## config.mk

```make
export PLATFORM = sky130hd
export DESIGN_NAME = itlb_xlate
export DESIGN_NICKNAME = d
export VERILOG_FILES = /design/src/rtl/itlb_pkg.sv /design/src/rtl/itlb_store.sv /design/src/rtl/itlb_match.sv /design/src/rtl/itlb_xlate.sv
export SDC_FILE = /design/constraint.sdc
export NUM_CORES = 1
export LEC_CHECK = 0
export BUFFER_PORTS_ARGS = -buffer_cell sky130_fd_sc_hd__buf_2
export CAP_MARGIN = 30
export CORE_MARGIN = 4
export CORE_UTILIZATION = 47
export DETAILED_ROUTE_END_ITERATION = 12
export GPL_TIMING_DRIVEN = 0
export PLACE_DENSITY = 0.68
export REMOVE_ABC_BUFFERS = 1
export SKIP_CTS_REPAIR_TIMING = 1
export SLEW_MARGIN = 20
export SYNTH_ARGS = -nofsm -noshare
export SYNTH_HDL_FRONTEND = slang
export SYNTH_SLANG_ARGS = --single-unit
```

## constraint.sdc

```tcl
create_clock -name clk_i -period 2.5 [get_ports clk_i]
set_clock_uncertainty 0.1 [all_clocks]
set_input_delay 0.25 -clock clk_i [delete_from_list [all_inputs] [get_ports clk_i]]
set_output_delay 0.25 -clock clk_i [all_outputs]
set_load 0.005 [all_outputs]
```

## src/rtl/itlb_pkg.sv

```systemverilog
package itlb_pkg;
  localparam int unsigned AGE_LO   = 6;
  localparam int unsigned AGE_W    = 2;
  localparam int unsigned VALID_B  = 0;
  localparam int unsigned CI_B     = 1;
  localparam int unsigned SXE_B    = 6;
  localparam int unsigned UXE_B    = 7;
  localparam int unsigned FIELD_HI = 8;  // low bits used by flags; offset must exceed this

  typedef enum logic {
    SEL_TAG = 1'b0,
    SEL_MAP = 1'b1
  } word_sel_e;
endpackage

```

## src/rtl/itlb_store.sv

```systemverilog
module itlb_store
  import itlb_pkg::*;
#(
  parameter int unsigned VA_W  = 32,
  parameter int unsigned OFF_W = 13,
  parameter int unsigned SETS  = 4,
  parameter int unsigned WAYS  = 2,
  localparam int unsigned SET_W = $clog2(SETS),
  localparam int unsigned WAY_W = (WAYS > 1) ? $clog2(WAYS) : 1,
  localparam int unsigned VPN_W = VA_W - OFF_W
) (
  input  logic                         clk_i,
  input  logic                         rst_ni,
  input  logic                         wr_en_i,
  input  logic [WAY_W-1:0]             wr_way_i,
  input  logic [SET_W-1:0]             wr_set_i,
  input  logic                         wr_sel_i,
  input  logic [VA_W-1:0]              wr_data_i,
  input  logic                         upd_en_i,
  input  logic [SET_W-1:0]             upd_set_i,
  input  logic [WAY_W-1:0]             upd_way_i,
  input  logic [SET_W-1:0]             look_set_i,
  output logic [WAYS-1:0][VPN_W-1:0]   look_vpn_o,
  output logic [WAYS-1:0]              look_valid_o,
  output logic [WAYS-1:0][VPN_W-1:0]   look_ppn_o,
  output logic [WAYS-1:0]              look_ci_o,
  output logic [WAYS-1:0]              look_sxe_o,
  output logic [WAYS-1:0]              look_uxe_o,
  input  logic [WAY_W-1:0]             rd_way_i,
  input  logic [SET_W-1:0]             rd_set_i,
  input  logic                         rd_sel_i,
  output logic [VA_W-1:0]              rd_data_o
);
  localparam logic [AGE_W-1:0] RELOAD = AGE_W'(SETS - 1);

  logic [WAYS-1:0][SETS-1:0][VPN_W-1:0] vpn_q, ppn_q;
  logic [WAYS-1:0][SETS-1:0][AGE_W-1:0] age_q;
  logic [WAYS-1:0][SETS-1:0]            valid_q, ci_q, sxe_q, uxe_q;

  for (genvar w = 0; w < WAYS; w++) begin : g_way
    always_ff @(posedge clk_i or negedge rst_ni) begin
      if (!rst_ni) begin
        vpn_q[w]   <= '0;
        ppn_q[w]   <= '0;
        age_q[w]   <= '0;
        valid_q[w] <= '0;
        ci_q[w]    <= '0;
        sxe_q[w]   <= '0;
        uxe_q[w]   <= '0;
      end else begin
        for (int s = 0; s < SETS; s++) begin
          // age update on hit; a write to the same tag word takes priority
          if (upd_en_i && upd_set_i == SET_W'(s)) begin
            if (upd_way_i == WAY_W'(w))  age_q[w][s] <= RELOAD;
            else if (age_q[w][s] != '0)  age_q[w][s] <= age_q[w][s] - 1'b1;
          end
          if (wr_en_i && wr_way_i == WAY_W'(w) && wr_set_i == SET_W'(s)) begin
            if (wr_sel_i == SEL_TAG) begin
              vpn_q[w][s]   <= wr_data_i[VA_W-1:OFF_W];
              age_q[w][s]   <= wr_data_i[AGE_LO +: AGE_W];
              valid_q[w][s] <= wr_data_i[VALID_B];
            end else begin
              ppn_q[w][s] <= wr_data_i[VA_W-1:OFF_W];
              ci_q[w][s]  <= wr_data_i[CI_B];
              sxe_q[w][s] <= wr_data_i[SXE_B];
              uxe_q[w][s] <= wr_data_i[UXE_B];
            end
          end
        end
      end
    end

    assign look_vpn_o[w]   = vpn_q[w][look_set_i];
    assign look_valid_o[w] = valid_q[w][look_set_i];
    assign look_ppn_o[w]   = ppn_q[w][look_set_i];
    assign look_ci_o[w]    = ci_q[w][look_set_i];
    assign look_sxe_o[w]   = sxe_q[w][look_set_i];
    assign look_uxe_o[w]   = uxe_q[w][look_set_i];
  end

  always_comb begin
    rd_data_o = '0;
    if (rd_sel_i == SEL_TAG) begin
      rd_data_o[VA_W-1:OFF_W]      = vpn_q[rd_way_i][rd_set_i];
      rd_data_o[AGE_LO +: AGE_W]   = age_q[rd_way_i][rd_set_i];
      rd_data_o[VALID_B]           = valid_q[rd_way_i][rd_set_i];
    end else begin
      rd_data_o[VA_W-1:OFF_W]      = ppn_q[rd_way_i][rd_set_i];
      rd_data_o[CI_B]              = ci_q[rd_way_i][rd_set_i];
      rd_data_o[SXE_B]             = sxe_q[rd_way_i][rd_set_i];
      rd_data_o[UXE_B]             = uxe_q[rd_way_i][rd_set_i];
    end
  end
endmodule

```

## src/rtl/itlb_match.sv

```systemverilog
module itlb_match #(
  parameter int unsigned VA_W  = 32,
  parameter int unsigned OFF_W = 13,
  parameter int unsigned SETS  = 4,
  parameter int unsigned WAYS  = 2,
  localparam int unsigned SET_W = $clog2(SETS),
  localparam int unsigned WAY_W = (WAYS > 1) ? $clog2(WAYS) : 1,
  localparam int unsigned VPN_W = VA_W - OFF_W,
  localparam int unsigned TAG_W = VPN_W - SET_W
) (
  input  logic [VA_W-1:0]            vaddr_i,
  input  logic [WAYS-1:0][VPN_W-1:0] vpn_i,
  input  logic [WAYS-1:0]            valid_i,
  input  logic [WAYS-1:0][VPN_W-1:0] ppn_i,
  input  logic [WAYS-1:0]            ci_i,
  input  logic [WAYS-1:0]            sxe_i,
  input  logic [WAYS-1:0]            uxe_i,
  output logic                       hit_o,
  output logic [WAY_W-1:0]           way_o,
  output logic [VPN_W-1:0]           ppn_o,
  output logic                       ci_o,
  output logic                       sxe_o,
  output logic                       uxe_o
);
  logic [WAYS-1:0] eq;

  for (genvar w = 0; w < WAYS; w++) begin : g_cmp
    assign eq[w] = valid_i[w] &&
                   (vpn_i[w][VPN_W-1:SET_W] == vaddr_i[VA_W-1 -: TAG_W]);
  end

  // lowest way wins: scan downward so it is assigned last
  always_comb begin
    hit_o = 1'b0;
    way_o = '0;
    for (int w = WAYS - 1; w >= 0; w--) begin
      if (eq[w]) begin
        hit_o = 1'b1;
        way_o = WAY_W'(w);
      end
    end
    ppn_o = ppn_i[way_o];
    ci_o  = ci_i[way_o];
    sxe_o = sxe_i[way_o];
    uxe_o = uxe_i[way_o];
  end
endmodule

```

## src/rtl/itlb_xlate.sv

```systemverilog
module itlb_xlate
  import itlb_pkg::*;
#(
  parameter int unsigned VA_W  = 32,
  parameter int unsigned OFF_W = 13,
  parameter int unsigned SETS  = 4,
  parameter int unsigned WAYS  = 2,
  localparam int unsigned SET_W = $clog2(SETS),
  localparam int unsigned WAY_W = (WAYS > 1) ? $clog2(WAYS) : 1,
  localparam int unsigned VPN_W = VA_W - OFF_W
) (
  input  logic              clk_i,
  input  logic              rst_ni,
  input  logic              req_valid_i,
  input  logic [VA_W-1:0]   vaddr_i,
  input  logic              xlate_en_i,
  input  logic              xlate_present_i,
  input  logic              supervisor_i,
  output logic              resp_valid_o,
  output logic [VA_W-1:0]   paddr_o,
  output logic              ci_o,
  output logic              hit_o,
  output logic              miss_o,
  output logic              fault_o,
  input  logic              wr_en_i,
  input  logic [WAY_W-1:0]  wr_way_i,
  input  logic [SET_W-1:0]  wr_set_i,
  input  logic              wr_sel_i,
  input  logic [VA_W-1:0]   wr_data_i,
  input  logic [WAY_W-1:0]  rd_way_i,
  input  logic [SET_W-1:0]  rd_set_i,
  input  logic              rd_sel_i,
  output logic [VA_W-1:0]   rd_data_o
);
  logic [SET_W-1:0]            set_idx;
  logic [WAYS-1:0][VPN_W-1:0]  l_vpn, l_ppn;
  logic [WAYS-1:0]             l_valid, l_ci, l_sxe, l_uxe;
  logic                        m_hit, m_ci, m_sxe, m_uxe;
  logic [WAY_W-1:0]            m_way;
  logic [VPN_W-1:0]            m_ppn;
  logic                        bypass, do_xlate, upd_en;

  assign set_idx  = vaddr_i[OFF_W +: SET_W];
  assign bypass   = !(xlate_en_i && xlate_present_i);
  assign do_xlate = req_valid_i && !bypass;
  assign upd_en   = do_xlate && m_hit;

  itlb_store #(.VA_W(VA_W), .OFF_W(OFF_W), .SETS(SETS), .WAYS(WAYS)) u_store (
    .clk_i, .rst_ni,
    .wr_en_i, .wr_way_i, .wr_set_i, .wr_sel_i, .wr_data_i,
    .upd_en_i(upd_en), .upd_set_i(set_idx), .upd_way_i(m_way),
    .look_set_i(set_idx),
    .look_vpn_o(l_vpn), .look_valid_o(l_valid), .look_ppn_o(l_ppn),
    .look_ci_o(l_ci), .look_sxe_o(l_sxe), .look_uxe_o(l_uxe),
    .rd_way_i, .rd_set_i, .rd_sel_i, .rd_data_o
  );

  itlb_match #(.VA_W(VA_W), .OFF_W(OFF_W), .SETS(SETS), .WAYS(WAYS)) u_match (
    .vaddr_i, .vpn_i(l_vpn), .valid_i(l_valid), .ppn_i(l_ppn),
    .ci_i(l_ci), .sxe_i(l_sxe), .uxe_i(l_uxe),
    .hit_o(m_hit), .way_o(m_way), .ppn_o(m_ppn),
    .ci_o(m_ci), .sxe_o(m_sxe), .uxe_o(m_uxe)
  );

  always_ff @(posedge clk_i or negedge rst_ni) begin
    if (!rst_ni) begin
      resp_valid_o <= 1'b0;
      paddr_o      <= '0;
      ci_o         <= 1'b0;
      hit_o        <= 1'b0;
      miss_o       <= 1'b0;
      fault_o      <= 1'b0;
    end else begin
      resp_valid_o <= req_valid_i;
      if (req_valid_i) begin
        if (bypass) begin
          paddr_o <= vaddr_i;
          ci_o    <= vaddr_i[VA_W-1];
          hit_o   <= 1'b0;
          miss_o  <= 1'b0;
          fault_o <= 1'b0;
        end else if (m_hit) begin
          paddr_o <= {m_ppn, vaddr_i[OFF_W-1:0]};
          ci_o    <= m_ci;
          hit_o   <= 1'b1;
          miss_o  <= 1'b0;
          fault_o <= supervisor_i ? !m_sxe : !m_uxe;
        end else begin
          paddr_o <= '0;
          ci_o    <= 1'b0;
          hit_o   <= 1'b0;
          miss_o  <= 1'b1;
          fault_o <= 1'b0;
        end
      end
    end
  end
endmodule

```

==> impl_metrics.sql <==
INSERT INTO impl_metrics (metric_group, metric, value, unit) VALUES
('global_route', 'gr_util_all_layers', '0.239', ''),
('synthesis', 'postSynthRegisterBits', '389', ''),
('global_route', 'number_of_global_route_vias_before_repair', '13700', ''),
('cts', 'clkSinkCount', '389', ''),
('timing', 'layout_setup_ws', '-542', 'ps'),
('timing', 'achievable-frequency', '329', 'MHz'),
('floorplan', 'die_x', '217', 'microns'),
('power_and_ir_drop', 'static-leakage-power', '0.0103', 'uW'),
('worst_setup_path', 'worst-r2r-setup-slack', '-540', 'ps'),
('cts', 'clk_latency', '550', 'ps'),
('layout', 'final_cell_mix', '389 x dfrtp_1, 333 x mux2_2, 179 x mux4_2', ''),
('floorplan', 'die_area', '46900', 'sq um'),
('worst_setup_path', 'ff_to_ff_start', 'u_store.vpn_q[43]', ''),
('place', 'port-buffer-count', '129', ''),
('timing', 'fin_crit', '3040', 'ps'),
('floorplan', 'pin_count', '148', ''),
('worst_hold_path', 'min_path_cells', '3', ''),
('floorplan', 'die_height', '217', 'microns'),
('worst_setup_path', 'regToRegEndpoint', 'u_store.age_q[11]', ''),
('global_route', 'globalRoute.totalOverflow', '0', ''),
('worst_hold_path', 'worstHoldEndpoint', 'paddr_o[20]', ''),
('synthesis', 'synth_ff_type', 'dfrtp_1', ''),
('layout', 'synthToLayoutAreaGrowth', '20.2', '%'),
('status', 'violations', 'setup timing', ''),
('drt', 'via_count', '13400', ''),
('worst_hold_path', 'worst_hold_startpoint', 'vaddr_i[20]', ''),
('timing', 'final_max_slew_viol_count', '0', ''),
('layout', 'antenna_cells_inserted', '0', ''),
('layout', 'layout_cell_share_with_drive_strength_beyond_1', '0.561', ''),
('global_route', 'global_route.usage.met1', '0.353', ''),
('timing', 'relSlewSlack', '0.326', ''),
('timing', 'tightest_slew', '1010', 'ps'),
('place', 'post-dp-hpwl', '36.1', 'mm'),
('global_route', 'gr-usage-met3', '0.0538', ''),
('worst_setup_path', 'timing.critical_path.from_type', 'flop', ''),
('worst_setup_path', 'crit_path_required_time', '2800', 'ps'),
('floorplan', 'coreArea', '43100', 'sq um'),
('worst_hold_path', 'hold_path.class', 'in -> reg', ''),
('layout', 'filler_cells_inserted', '3328', ''),
('drt', 'dr_pass1_iterations', '5', ''),
('power_and_ir_drop', 'ir_worst_vdd', '0.000457', 'V'),
('job', 'timing.max_cap.violations', '0', ''),
('floorplan', 'floorplan.initialDensity', '0.475', ''),
('cts', 'cts.clk_slew.worst_paths', '60', 'ps'),
('global_route', 'grt_start_max_net_pins', '101', ''),
('place', 'dp.cells', '1988', ''),
('synthesis', 'synthesis.yosys.warnings', '0', ''),
('timing', 'timing.final.hold_violations', '0', ''),
('worst_setup_path', 'path_class', 'reg -> reg', ''),
('timing', 'rsz0062_at_grt', 'yes', ''),
('timing', 'timing.final.crit_share', '1.22', ''),
('synthesis', 'synth_area_per_cell', '14.9', 'sq um'),
('cts', 'num_cts_buffers', '42', ''),
('worst_setup_path', 'critPathMaxFanout', '7', ''),
('synthesis', 'synth_seq_area_share', '0.476', ''),
('drt', 'routed_wl', '58.4', 'mm'),
('drt', 'viasPerCell', '6.33', ''),
('worst_setup_path', 'worstSetupEndpointType', 'flop', ''),
('worst_setup_path', 'timing.reg2reg.worst_path_depth', '10', ''),
('synthesis', 'synth_enable_flop_cells', '0', ''),
('drt', 'antenna_violating_nets_post_route', '0', ''),
('drt', 'post-route-drc-count', '0', ''),
('synthesis', 'synth_async_sr_flop_share', '1.00', ''),
('power_and_ir_drop', 'power-per-cell-area', '789', 'nW/um^2'),
('layout', 'final_common_cell', 'dfrtp_1', ''),
('cts', 'h-tree-depth', '2', ''),
('global_route', 'globalRoute.busiestLayer', 'met2', ''),
('global_route', 'antenna_found_initial', '1', ''),
('status', 'status', 'complete, but fails checks', ''),
('drt', 'drtIter0Drc', '1199', ''),
('synthesis', 'synth_area', '20400', 'sq um'),
('global_route', 'use_met2', '0.370', ''),
('cts', 'cts_tree', 'done', ''),
('synthesis', 'post_synth_inst_count', '1370', ''),
('drt', 'route.detailed.wl_per_inst', '27.7', 'microns'),
('worst_setup_path', 'worst-endpoint-arrival', '3350', 'ps'),
('floorplan', 'rows', '76', ''),
('place', 'gp_congestion', '0.816', ''),
('layout', 'final_net_count', '1579', ''),
('cts', 'cts_max_path_buffers', '3', ''),
('timing', 'finalSetupViolCount', '53', ''),
('place', 'post-place-ws', '-2170', 'ps'),
('layout', 'final_cell_count_no_fill', '2112', ''),
('global_route', 'global_route_wire_length_before_repair', '85.7', 'mm'),
('synthesis', 'synth.distinct_cells', '62', ''),
('cts', 'cts_root_buffer_type', 'clkbuf_16', '');
==> routing by layer <==
| layer | part of all wire | wire (microns) |
|---|---|---|
| met2 | 0.47 | 27400 |
| met4 | 0.016 | 941 |
| met3 | 0.076 | 4440 |
| met5 | 0 | 0 |
| met1 | 0.44 | 25600 |
==> report_power, final <==
group / total [uW] / internal, uW / switching [uW]
combinational: 4720 / 2910 / 1800
sequential: 8700 / 7680 / 1020
clock: 5980 / 3450 / 2520
==> through the flow <==
stage	TNS, ps	power, uW	util	hold WS, ps	area, sq um
floorplan	-16530	11400	-	-146	19900
detailed placement	-97580	13100	0.513	63.2	22100
finish	-16670	19400	0.570	44.3	24600
CTS	-68190	19100	0.543	-522	23400
global placement	-3084470	12800	0.493	359	21200
global route	-20560	20300	0.570	63.3	24600
==> worst max-delay path by stage <==
stage          cells after the start         startpoint           endpoint  slack [ps]
2_1_floorplan                      8  u_store.vpn_q[22]  u_store.age_q[15]        -410
3_3_place_gp                       1             rst_ni        paddr_o[28]       -6610
3_5_place_dp                      10        vaddr_i[13]         paddr_o[7]       -2170
4_1_cts                           10        vaddr_i[13]         paddr_o[7]       -1630
5_1_grt                           10  u_store.vpn_q[43]  u_store.age_q[11]        -580
6_report                          10  u_store.vpn_q[43]  u_store.age_q[11]        -540
==> layout make-up <==
class | instances | area, sq um | share of cell area
clock buffers | 60 | 1210 | 0.0493
multi-input cells | 837 | 10700 | 0.434
inverters | 21 | 80.1 | 0.00326
repair buffers | 209 | 2050 | 0.0836
clock inverters | 11 | 83.8 | 0.00341
well taps | 585 | 732 | 0.0298
flip-flops and latches | 389 | 9730 | 0.396
==> registers in the layout, indices dropped and copies added (netlist names) <==
name,count
u_store.uxe_q,8
miss_o,1
hit_o,1
u_store.vpn_q,152
ci_o,1
paddr_o,32
u_store.ci_q,8
u_store.valid_q,8
fault_o,1
u_store.age_q,16
resp_valid_o,1
u_store.ppn_q,152
u_store.sxe_q,8
==> worst max-delay path, cell delays in order (launching register included) <==
cell	delay (ps)
dfrtp_1	400
mux4_2	510
xnor2_2	230
nand4_1	210
or3_4	400
or2_4	310
a21oi_4	220
buf_6	140
clkbuf_16	140
a31o_2	170
a22oi_2	60
==> cells by family after synthesis <==
kind of cell	share of synthesized area
compound gates	0.0571
xor+xnor	0.0150
buf+inv	0.0338
flops	0.476
mux	0.393
other cells	0.000183
simple gates	0.0243
==> synth_stat cells (all sizes together), types with 3 or more instances <==
cell / count / share of area
dfrtp: 389 / 0.48
mux2: 333 / 0.18
mux4: 182 / 0.20
clkbuf: 86 / 0.016
buf: 46 / 0.014
xnor2: 33 / 0.014
a21oi: 31 / 0.0081
o21ai: 30 / 0.0073
nor2: 28 / 0.0056
a21o: 25 / 0.0095
o2bb2ai: 21 / 0.0090
inv: 20 / 0.0037
nand2: 20 / 0.0037
mux2i: 16 / 0.0078
a22o: 13 / 0.0056
a31oi: 10 / 0.0031
nand3: 9 / 0.0022
a31o: 7 / 0.0030
nand4: 6 / 0.0018
a22oi: 5 / 0.0018
nand2b: 5 / 0.0015
o211ai: 5 / 0.0018
or3: 5 / 0.0015
nor2b: 4 / 0.0012
o31ai: 4 / 0.0015
a2111oi: 3 / 0.0013
nand3b: 3 / 0.0011
nor4b: 3 / 0.0013
o2111ai: 3 / 0.0013
Note: power is estimated with default switching activity, not from simulation.
